<file path="config.mk">
export PLATFORM = sky130hd
export DESIGN_NAME = tern_cmp
export DESIGN_NICKNAME = d
export VERILOG_FILES = /design/src/rtl/tern_cmp_pkg.sv /design/src/rtl/tern_mux3.sv /design/src/rtl/tern_mux9.sv /design/src/rtl/tern_digit_order.sv /design/src/rtl/tern_cmp.sv
export SDC_FILE = /design/constraint.sdc
export NUM_CORES = 1
export LEC_CHECK = 0
export ABC_AREA = 1
export CORE_AREA = 4 4 41 43
export DETAILED_ROUTE_END_ITERATION = 16
export DIE_AREA = 0 0 45 47
export GPL_TIMING_DRIVEN = 0
export MAX_ROUTING_LAYER = met4
export PLACE_DENSITY = 0.56
export RECOVER_POWER = 25
export SETUP_SLACK_MARGIN = 0.02
export SLEW_MARGIN = 0
export SYNTH_ARGS = -nofsm -noshare
export SYNTH_HDL_FRONTEND = slang
export SYNTH_SLANG_ARGS = --single-unit
</file>
<file path="constraint.sdc">
create_clock -name vclk -period 1.3
set_input_delay 0.195 -clock vclk [all_inputs]
set_output_delay 0.195 -clock vclk [all_outputs]
set_load 0.05 [all_outputs]
</file>
<file path="src/rtl/tern_cmp_pkg.sv">
package tern_cmp_pkg;

  // two-bit carrier of one ternary digit
  typedef logic [1:0] trit_t;

  localparam trit_t TRIT_0   = 2'b00;
  localparam trit_t TRIT_1   = 2'b01;
  localparam trit_t TRIT_2   = 2'b10;
  localparam trit_t TRIT_BAD = 2'b11;

  // order digit meaning: A above B, A equal to B, A below B
  localparam trit_t ORD_ABOVE = TRIT_0;
  localparam trit_t ORD_SAME  = TRIT_1;
  localparam trit_t ORD_BELOW = TRIT_2;

  // levels driven on the verdict
  localparam trit_t VERDICT_TRUE  = TRIT_2;
  localparam trit_t VERDICT_FALSE = TRIT_0;

  function automatic logic trit_is_legal(input trit_t t);
    return t != TRIT_BAD;
  endfunction

endpackage

</file>
<file path="src/rtl/tern_mux3.sv">
module tern_mux3
  import tern_cmp_pkg::*;
(
  input  trit_t sel,
  input  trit_t d0,
  input  trit_t d1,
  input  trit_t d2,
  output trit_t y
);

  always_comb begin
    case (sel)
      TRIT_0:  y = d0;
      TRIT_1:  y = d1;
      TRIT_2:  y = d2;
      default: y = TRIT_0;
    endcase
  end

endmodule

</file>
<file path="src/rtl/tern_mux9.sv">
module tern_mux9
  import tern_cmp_pkg::*;
(
  input  trit_t sel_hi,
  input  trit_t sel_lo,
  input  trit_t d [9],
  output trit_t y
);

  localparam int GROUPS = 3;

  trit_t stage1 [GROUPS];

  // first rank: one selector per group of three, steered by the low digit
  for (genvar g = 0; g < GROUPS; g++) begin : g_rank1
    tern_mux3 u_lo (
      .sel (sel_lo),
      .d0  (d[3*g+0]),
      .d1  (d[3*g+1]),
      .d2  (d[3*g+2]),
      .y   (stage1[g])
    );
  end

  // second rank: picks a group by the high digit
  tern_mux3 u_hi (
    .sel (sel_hi),
    .d0  (stage1[0]),
    .d1  (stage1[1]),
    .d2  (stage1[2]),
    .y   (y)
  );

endmodule

</file>
<file path="src/rtl/tern_digit_order.sv">
module tern_digit_order
  import tern_cmp_pkg::*;
(
  input  trit_t a,
  input  trit_t b,
  output trit_t order
);

  trit_t table_q [9];

  // constant table indexed by 3*a + b
  for (genvar k = 0; k < 9; k++) begin : g_tbl
    localparam int VA = k / 3;
    localparam int VB = k % 3;
    if (VA > VB) begin : g_above
      assign table_q[k] = ORD_ABOVE;
    end else if (VA == VB) begin : g_same
      assign table_q[k] = ORD_SAME;
    end else begin : g_below
      assign table_q[k] = ORD_BELOW;
    end
  end

  tern_mux9 u_tbl (
    .sel_hi (a),
    .sel_lo (b),
    .d      (table_q),
    .y      (order)
  );

endmodule

</file>
<file path="src/rtl/tern_cmp.sv">
module tern_cmp
  import tern_cmp_pkg::*;
#(
  parameter int DIGITS = 2
) (
  input  logic [2*DIGITS-1:0] a_i,
  input  logic [2*DIGITS-1:0] b_i,
  input  logic [1:0]          sel_i,
  output logic [1:0]          y_o
);

  localparam int W = 2 * DIGITS;

  trit_t digit_ord [DIGITS];
  trit_t chain_ord [DIGITS];
  trit_t verdict_tbl [9];
  trit_t verdict_raw;
  logic  [DIGITS-1:0] digit_ok;
  logic  operands_ok;

  // per-digit order and legality
  for (genvar i = 0; i < DIGITS; i++) begin : g_digit
    tern_digit_order u_ord (
      .a     (a_i[2*i +: 2]),
      .b     (b_i[2*i +: 2]),
      .order (digit_ord[i])
    );
    assign digit_ok[i] = trit_is_legal(a_i[2*i +: 2]) & trit_is_legal(b_i[2*i +: 2]);
  end

  // most significant digit first; a tie hands the decision downward
  assign chain_ord[DIGITS-1] = digit_ord[DIGITS-1];
  for (genvar i = DIGITS - 2; i >= 0; i--) begin : g_chain
    tern_mux3 u_link (
      .sel (chain_ord[i+1]),
      .d0  (ORD_ABOVE),
      .d1  (digit_ord[i]),
      .d2  (ORD_BELOW),
      .y   (chain_ord[i])
    );
  end

  // verdict table indexed by 3*select + order: true where they agree
  for (genvar k = 0; k < 9; k++) begin : g_vtbl
    if ((k / 3) == (k % 3)) begin : g_hit
      assign verdict_tbl[k] = VERDICT_TRUE;
    end else begin : g_miss
      assign verdict_tbl[k] = VERDICT_FALSE;
    end
  end

  tern_mux9 u_verdict (
    .sel_hi (sel_i),
    .sel_lo (chain_ord[0]),
    .d      (verdict_tbl),
    .y      (verdict_raw)
  );

  assign operands_ok = &digit_ok;

  always_comb begin
    if (operands_ok) y_o = verdict_raw;
    else             y_o = VERDICT_FALSE;
  end

  logic unused_w;
  assign unused_w = ^W;

endmodule

</file>
# ---- Yosys cells after proc, flatten, opt, wreduce, memory -nomap -nowiden
# Cells that the tools add are included.
dict set report totals {
  reg_bits 0
  in_bits 10
  output_inout_bits 2
  elab_cells 43
}
dict set report classes {
  eq_ne 18
  mux 14
  bitwise 2
  reduce_logical 9
}
# operator n
set ops {}
lappend ops {{2-bit one-hot mux with 2 select lines} 5}
lappend ops {{2-bit one-hot mux with 3 select lines} 3}
lappend ops {{2-bit by 1-bit equality test with 1-bit output, second input constant} 7}
lappend ops {{2-bit equality test, second input constant} 7}
lappend ops {{2-bit logical NOT} 6}
lappend ops {{2-bit 2-to-1 mux} 4}
lappend ops {{2-bit inequality test, second input constant} 4}
lappend ops {{2-bit OR reduction} 2}
lappend ops {{1-bit bitwise AND} 2}
lappend ops {{1-bit 2-to-1 mux} 2}
lappend ops {{2-bit AND reduction} 1}

# ---- Logic depth before layout (Yosys ltp)
# Gate-level depths: netlist of run 1.
dict set report logic_depth {
  word_depth 10
  mapped_depth 12
  ltp_nobuf 12
}

# ---- Cells and area by module
# A second synthesis of run 1 with hierarchy kept.
dict set report unflattened {
  hier_cells 146
  area_unflattened_um2 680.7
}
# mod n_inst cells_each area_each_um2 seq_area_each_um2
set modules_own_cells {}
lappend modules_own_cells {tern_mux3 13 10 47.5 0.0}
lappend modules_own_cells {tern_cmp 1 12 47.5 0.0}
lappend modules_own_cells {tern_digit_order 2 2 7.5 0.0}

# ---- Least setup slack after synthesis of run 1
# OpenSTA, ideal clock, no wires.
dict set report synth_path {
  kind {input to output}
  start {input port b_i[2]}
  end {output port y_o[1]}
  arrival_ns 1.579
  required_time_ns 1.105
  setup_slack_ns -0.474
  path_stages 11
  path_buffers 0
  cell_sequence {inv_1 -> ha_1 -> inv_1 -> o22ai_1 -> inv_1 -> ha_1 -> nand2_1 -> nand2_1 -> nand2_2 -> nor2_1 -> nor2_2}
}
dict set report synth_via {
  elab_chain_len 10
  elab_cells_between_ends 22
  cone_classes {eq/ne: 7; mux: 10; bitwise: 1; reduce/logical: 4}
}
# element line_no
set synth_lines {}
lappend synth_lines {{start: declaration} tern_cmp.sv:7} ;# input logic [2*DIGITS-1:0] b_i,
lappend synth_lines {{2-bit by 1-bit equality test with 1-bit output or 2-bit equality test (tied branches)} --}
lappend synth_lines {{2-bit OR reduction (no source line)} --}
lappend synth_lines {{2-bit one-hot mux with 2 select lines} tern_mux3.sv:12} ;# case (sel)
lappend synth_lines {{2-bit one-hot mux with 3 select lines} tern_mux3.sv:12}
lappend synth_lines {{2-bit equality test or 2-bit by 1-bit equality test with 1-bit output (tied branches)} tern_mux3.sv:12}
lappend synth_lines {{2-bit one-hot mux with 2 select lines} tern_mux3.sv:12}
lappend synth_lines {{2-bit equality test, or another cell as far along} --}
lappend synth_lines {{2-bit 2-to-1 mux} tern_mux3.sv:12}
lappend synth_lines {{2-bit one-hot mux with 3 select lines} tern_mux3.sv:12}
lappend synth_lines {{2-bit 2-to-1 mux (*)} tern_cmp.sv:62} ;# if (operands_ok) y_o = verdict_raw;
lappend synth_lines {{end: declaration} tern_cmp.sv:9} ;# output logic [1:0] y_o
# Mark *: on every way between the ends. The rest lies on a longest branch, timed or not.

# ---- Final worst setup path of run 1
# Ends and elaborated chain as after synthesis.

==> results.md, run 1 <==
* Global-route wire length before repair at 1310 um
* Count of cell types in the netlist at 16
* Commonest cells after routing, fill and taps aside: inv_1 (9), nand3_1 (8), inv_2 (7), nand2_2 (7), ha_1 (7)
* Post-placement cell area at 616 um^2
* Area grow syn2layout at 73.6%
* Most common cell after layout, fill and taps aside: inv_1
* ANT cells at 0
* MaxCap Viol Count at 0
* Drt initial violations at 0
* Gr ovfl total at 0
* Clock share of power at 0
* Minimum clock period at 1.69 ns
* Multi-input gate area at 454 um^2
* Area of the core at 1300 um^2
* Comb power frac at 1.000
* Worst vdd ir at 0.104 mV
* Worst hold path type: input port to output pin
* Worst EP required at 1.11 ns
* Initial antenna violation count at 0
* Top Ports at 12
* Outcome: finished with violations
* Crit path DAT at 1.49 ns
* Top-area cell type share of the netlist area at 0.435
* P_int at 0.0862 mW
* Mapped Avg Cell Area at 6.20 um^2
* Sequential power share at 0
* Post-Place Worst Slack at -1.66 ns
* Gate Count Post-Synth at 65
* Count of buffers from port buffering at 11
* Sequential fraction of the synthesis area at 0
* Register Area at 0 um^2
* Die X-Extent at 45 um
* Fraction of layout cells with a size suffix above 1 at 0.487
* Net count after synthesis at 89
* Setup Viol. Count Final at 1
* Placed cells at 91
* Sw Share at 0.546
* Power Total at 0.190 mW
* Drt pass-1 iters at 1
* Final instance area at 699 um^2
* CP endpoint: y_o[1]
* Worst Hold Launch: a_i[2]
* Hold-critical path depth at 9
* YS warnings at 0
* Failing checks: negative setup slack
* Critical path class: input port to output pin
* Period utilization at 1.30
* Layout Cells excl Fill at 91
* RSZ-0062 raised after global routing: true
* DIE AREA at 2120 um^2
* Largest net degree at the start of global routing at 6
* Remaining antenna violation count at 0
* Setup ws final at -0.389 ns
* Max Slew Vio Count at 0
* Worst Setup SP: b_i[2]
* Post-route DRC at 0
* All-Layer GR Usage at 0.0796
* Total Wirelength at 715 um
* Die height at 47 um
* Pwr dens at 271 nW/um^2
* Routed WL per cell at 7.86 um
* Post-DR vias/cell at 4.27
* Final nets at 102
* Vias in the first global route at 362
* Pleak at 0.341 nW
* Placer congestion estimate at 0.716
* Sw power at 0.104 mW
* Detailed Place HPWL at 643 um
* Via Count at 389
* Clock buffers at 0
* Final hold violation count at 0
* Seq_cells at 0
* Highest clock rate at 0.592 GHz
* Num rows at 13
* Largest area contributor in the netlist: ha_1
* Post-synthesis cell area at 403 um^2
* Top cells by area, synth: ha_1 (43%), inv_1 (15%), nand3_1 (14%), nand2_1 (10%), nor3_2 (2.5%)
* Worst Setup End Kind: output pin
* Initial Util at 0.310
* FILL cells at 140
* Post-CTS Setup Bufs at 0
* Largest fanout on the critical path at 3
* CP Launch Type: input port
==> area by class of cell <==
class,instances,area share
Multi-Input combinational cell,45,0.649
Buffer,1,0.0107
Tap cell,15,0.0268
Inverter,19,0.131
Timing Repair Buffer,11,0.182
==> timing repair <==
action / 4_1_cts / 5_1_grt
hold buffers: 0 / 0
endpoints found under the setup margin: 1 / 1
gates resized for setup: 39 / 18
pin swaps: 7 / 7
==> layer usage <==
metal  vias up  global-route usage  wire, um
met3         0             0.00383        40
met4         0                   0         0
met2         7               0.158       388
met1       165              0.0921       286
li1        217                   -         -
met5         -                   -         0
==> kinds of logic (layout without fill, tap and decap cells) <==
family,after synthesis,after routing,synth area share
simple gates,27,27,0.320
buf+inv,20,31,0.196
fa+ha+maj,14,14,0.435
compound gates,3,3,0.0404
other cells,1,1,0.00931
==> through the flow <==
stage | hold slack, ns | utilization | TNS [ns]
2_1_floorplan | 0.797 | - | -0.231
3_3_place_gp | 2.02 | 0.473 | -1.66
3_5_place_dp | 2.02 | 0.473 | -1.66
4_1_cts | 1.17 | 0.493 | -0.380
5_1_grt | 1.15 | 0.538 | -0.477
6_report | 1.06 | 0.538 | -0.389
==> synthesized netlist by cell type <==
cell,number
a21oi_1,1
buf_4,1
clkinv_1,1
conb_1,1
ha_1,14
inv_1,16
inv_2,2
nand2_1,11
nand2_2,1
nand3_1,11
nor2_1,1
nor2_2,1
nor3_2,1
o21ai_1,1
o22ai_1,1
or2_0,1
==> power by group through the flow <==
stage	Clock [mW]	Sequential, mW	Combinational [mW]
finish	0	0	0.190
global route	0	0	0.213
CTS	0	0	0.164
detailed placement	0	0	0.159
global placement	0	0	0.158
floorplan	0	0	0.0979
==> critical path, stage by stage <==
cell and delay (ns):
buf_12 0.10, inv_12 0.04, ha_4 0.25, inv_2 0.04, o22ai_4 0.14, inv_2 0.07
ha_4 0.17, nand2_2 0.06, nand2_2 0.05, nand2_2 0.07, nand2_2 0.05, nand2_2 0.08
nor2_4 0.04, buf_8 0.14
==> how the worst min path moves through the flow <==
stage	endpoint	slack [ns]
floorplan	y_o[1]	0.80
CTS	y_o[1]	1.17
global route	y_o[1]	1.15
detailed placement	y_o[1]	2.02
finish	y_o[1]	1.06
global placement	y_o[1]	2.02
(Power assumes the default switching activity.)
==> run 2: changes to the inputs <==
--- a/config.mk
+++ b/config.mk
@@ -6,9 +6,10 @@
 export NUM_CORES = 1
 export LEC_CHECK = 0
 export ABC_AREA = 1
-export CORE_AREA = 4 4 41 43
+export CAP_MARGIN = 20
+export CORE_AREA = 2 2 39 41
 export DETAILED_ROUTE_END_ITERATION = 16
-export DIE_AREA = 0 0 45 47
+export DIE_AREA = 0 0 41 43
 export GPL_TIMING_DRIVEN = 0
 export MAX_ROUTING_LAYER = met4
 export PLACE_DENSITY = 0.56
==> results.md, run 2 (synthesized netlist as in run 1, its figures left out) <==
* Outcome: finished with violations
* Failing checks: negative setup slack
* Max Slew Vio Count at 0 (unchanged)
* Top Ports at 12 (unchanged)
* Detailed Place HPWL at 664 um (+3.2%)
* Largest net degree at the start of global routing at 6 (unchanged)
* Worst path max stage delay at 0.29 ns (+0.04 ns)
* DIE AREA at 1760 um^2 (-17%)
* All-Layer GR Usage at 0.113 (+0.0330)
* Num rows at 14 (+1)
* Post-placement cell area at 617 um^2 (+0.20%)
* ANT cells at 0 (unchanged)
* Worst hold path type: input port to output pin
* Total Wirelength at 821 um (+15%)
* Routed WL per cell at 8.83 um (+12%)
* Setup ws final at -0.358 ns (+0.0303 ns)
* Remaining antenna violation count at 0 (unchanged)
* Setup Viol. Count Final at 1 (unchanged)
* CP most frequent cell: nand2_2
* Worst Setup End Kind: output pin
* Clock buffers at 0 (unchanged)
* Area grow syn2layout at 69.6%
* Highest clock rate at 0.603 GHz (+1.8%)
* Placer congestion estimate at 0.660 (-7.8%)
* Critical path depth in cells at 12 (-2)
* Register Area at 0 um^2 (unchanged)
* Worst Setup SP: b_i[2]
* Die X-Extent at 41 um (-8.9%)
* Worst vdd ir at 0.106 mV (+2.2%)
* Hold buffer count at cts at 0 (unchanged)
* Post-DR vias/cell at 4.47 (+4.6%)
* Global-route wire length before repair at 1460 um (+11%)
* Count of buffers from port buffering at 11 (unchanged)
* Fraction of layout cells with a size suffix above 1 at 0.442 (-0.0453)
* Critical path class: input port to output pin
* Critical-path cell list: buf_12 > inv_12 > ha_4 > inv_2 > o22ai_4 > ha_1 > inv_1 > nand2_2 > nand2_2 > nand2_2 > nor2_4 > buf_8
* Initial antenna violation count at 0 (unchanged)
* Drt initial violations at 1 (+1)
* Final hold violation count at 0 (unchanged)
* Top delay family on crit path: adder cells
* Via Count at 416 (+6.9%)
* Final instance area at 683 um^2 (-2.3%)
* RSZ-0062 raised after global routing: true
* Drt pass-1 iters at 2 (+1)
* MaxCap Viol Count at 0 (unchanged)
* Largest fanout on the critical path at 3 (unchanged)
* Final hold slack at 1.07 ns (+0.0143 ns)
* CP max stage cell: ha_1
* Most common cell after layout, fill and taps aside: inv_1
* CP endpoint: y_o[1]
* CP Launch Type: input port
* Crit path DAT at 1.46 ns (-0.03 ns)
* Final TNS setup at -0.358 ns (+0.0303 ns)
* Pwr dens at 265 nW/um^2 (-2.2%)
* Final nets at 103 (+0.98%)
* Area of the core at 1380 um^2 (+6.3%)
* Period utilization at 1.28 (-0.0233)
* Vias in the first global route at 382 (+5.5%)
* Gr ovfl total at 0 (unchanged)
* Post-route DRC at 0 (unchanged)
* Commonest cells after routing, fill and taps aside: inv_1 (10), nand2_1 (9), ha_1 (8)
* Worst EP required at 1.11 ns (about the same)
* Die height at 43 um (-8.5%)
* Minimum clock period at 1.66 ns (-0.0303 ns)
* Pleak at 0.357 nW (+4.6%)
* Seq_cells at 0 (unchanged)
* Layout Utilization at 0.494 (-0.0438)
* Initial Util at 0.291 (-0.0185)
* Power Total at 0.181 mW (-4.5%)
* Buf/Inv on CP at 5 (unchanged)
[run 2: metal layers]
| metal | track usage | routed length [um] |
|---|---|---|
| met4 | 0 | 0 |
| met1 | 0.136 | 323 |
| met5 | - | 0 |
| met3 | 0 | 28 |
| met2 | 0.209 | 470 |
[run 2: what timing repair did]
action	4_1_cts	5_1_grt
pin swaps	11	2
gates resized for setup	43	12
setup endpoints to repair	1	1
setup buffers	0	1
[run 2: stage by stage]
stage          worst slack [ns]  cells
2_1_floorplan            -0.231     65
3_3_place_gp              -1.65     92
3_5_place_dp              -1.66     92
4_1_cts                  -0.365     92
5_1_grt                  -0.435     93
6_report                 -0.358     93
[run 2: layout make-up]
cell class         count  area (um^2)
plain buffers          1         7.51
fillers              156          701
inverters             19         88.8
multi-input cells     45          439
well taps             16         20.0
repair buffers        12          128
[run 2: worst min-delay path by stage]
stage / from / endpoint / cells after the start
after floorplan: a_i[2] / y_o[1] / 7
after global placement: a_i[3] / y_o[1] / 9
after detailed placement: a_i[3] / y_o[1] / 9
after CTS: a_i[3] / y_o[1] / 9
after global routing: a_i[3] / y_o[1] / 9
final: a_i[3] / y_o[1] / 9
[run 2: power breakdown]
part,switching (mW),internal [mW]
clock network,0,0
registers,0,0
logic,0.0998,0.0816
total,0.0998,0.0816
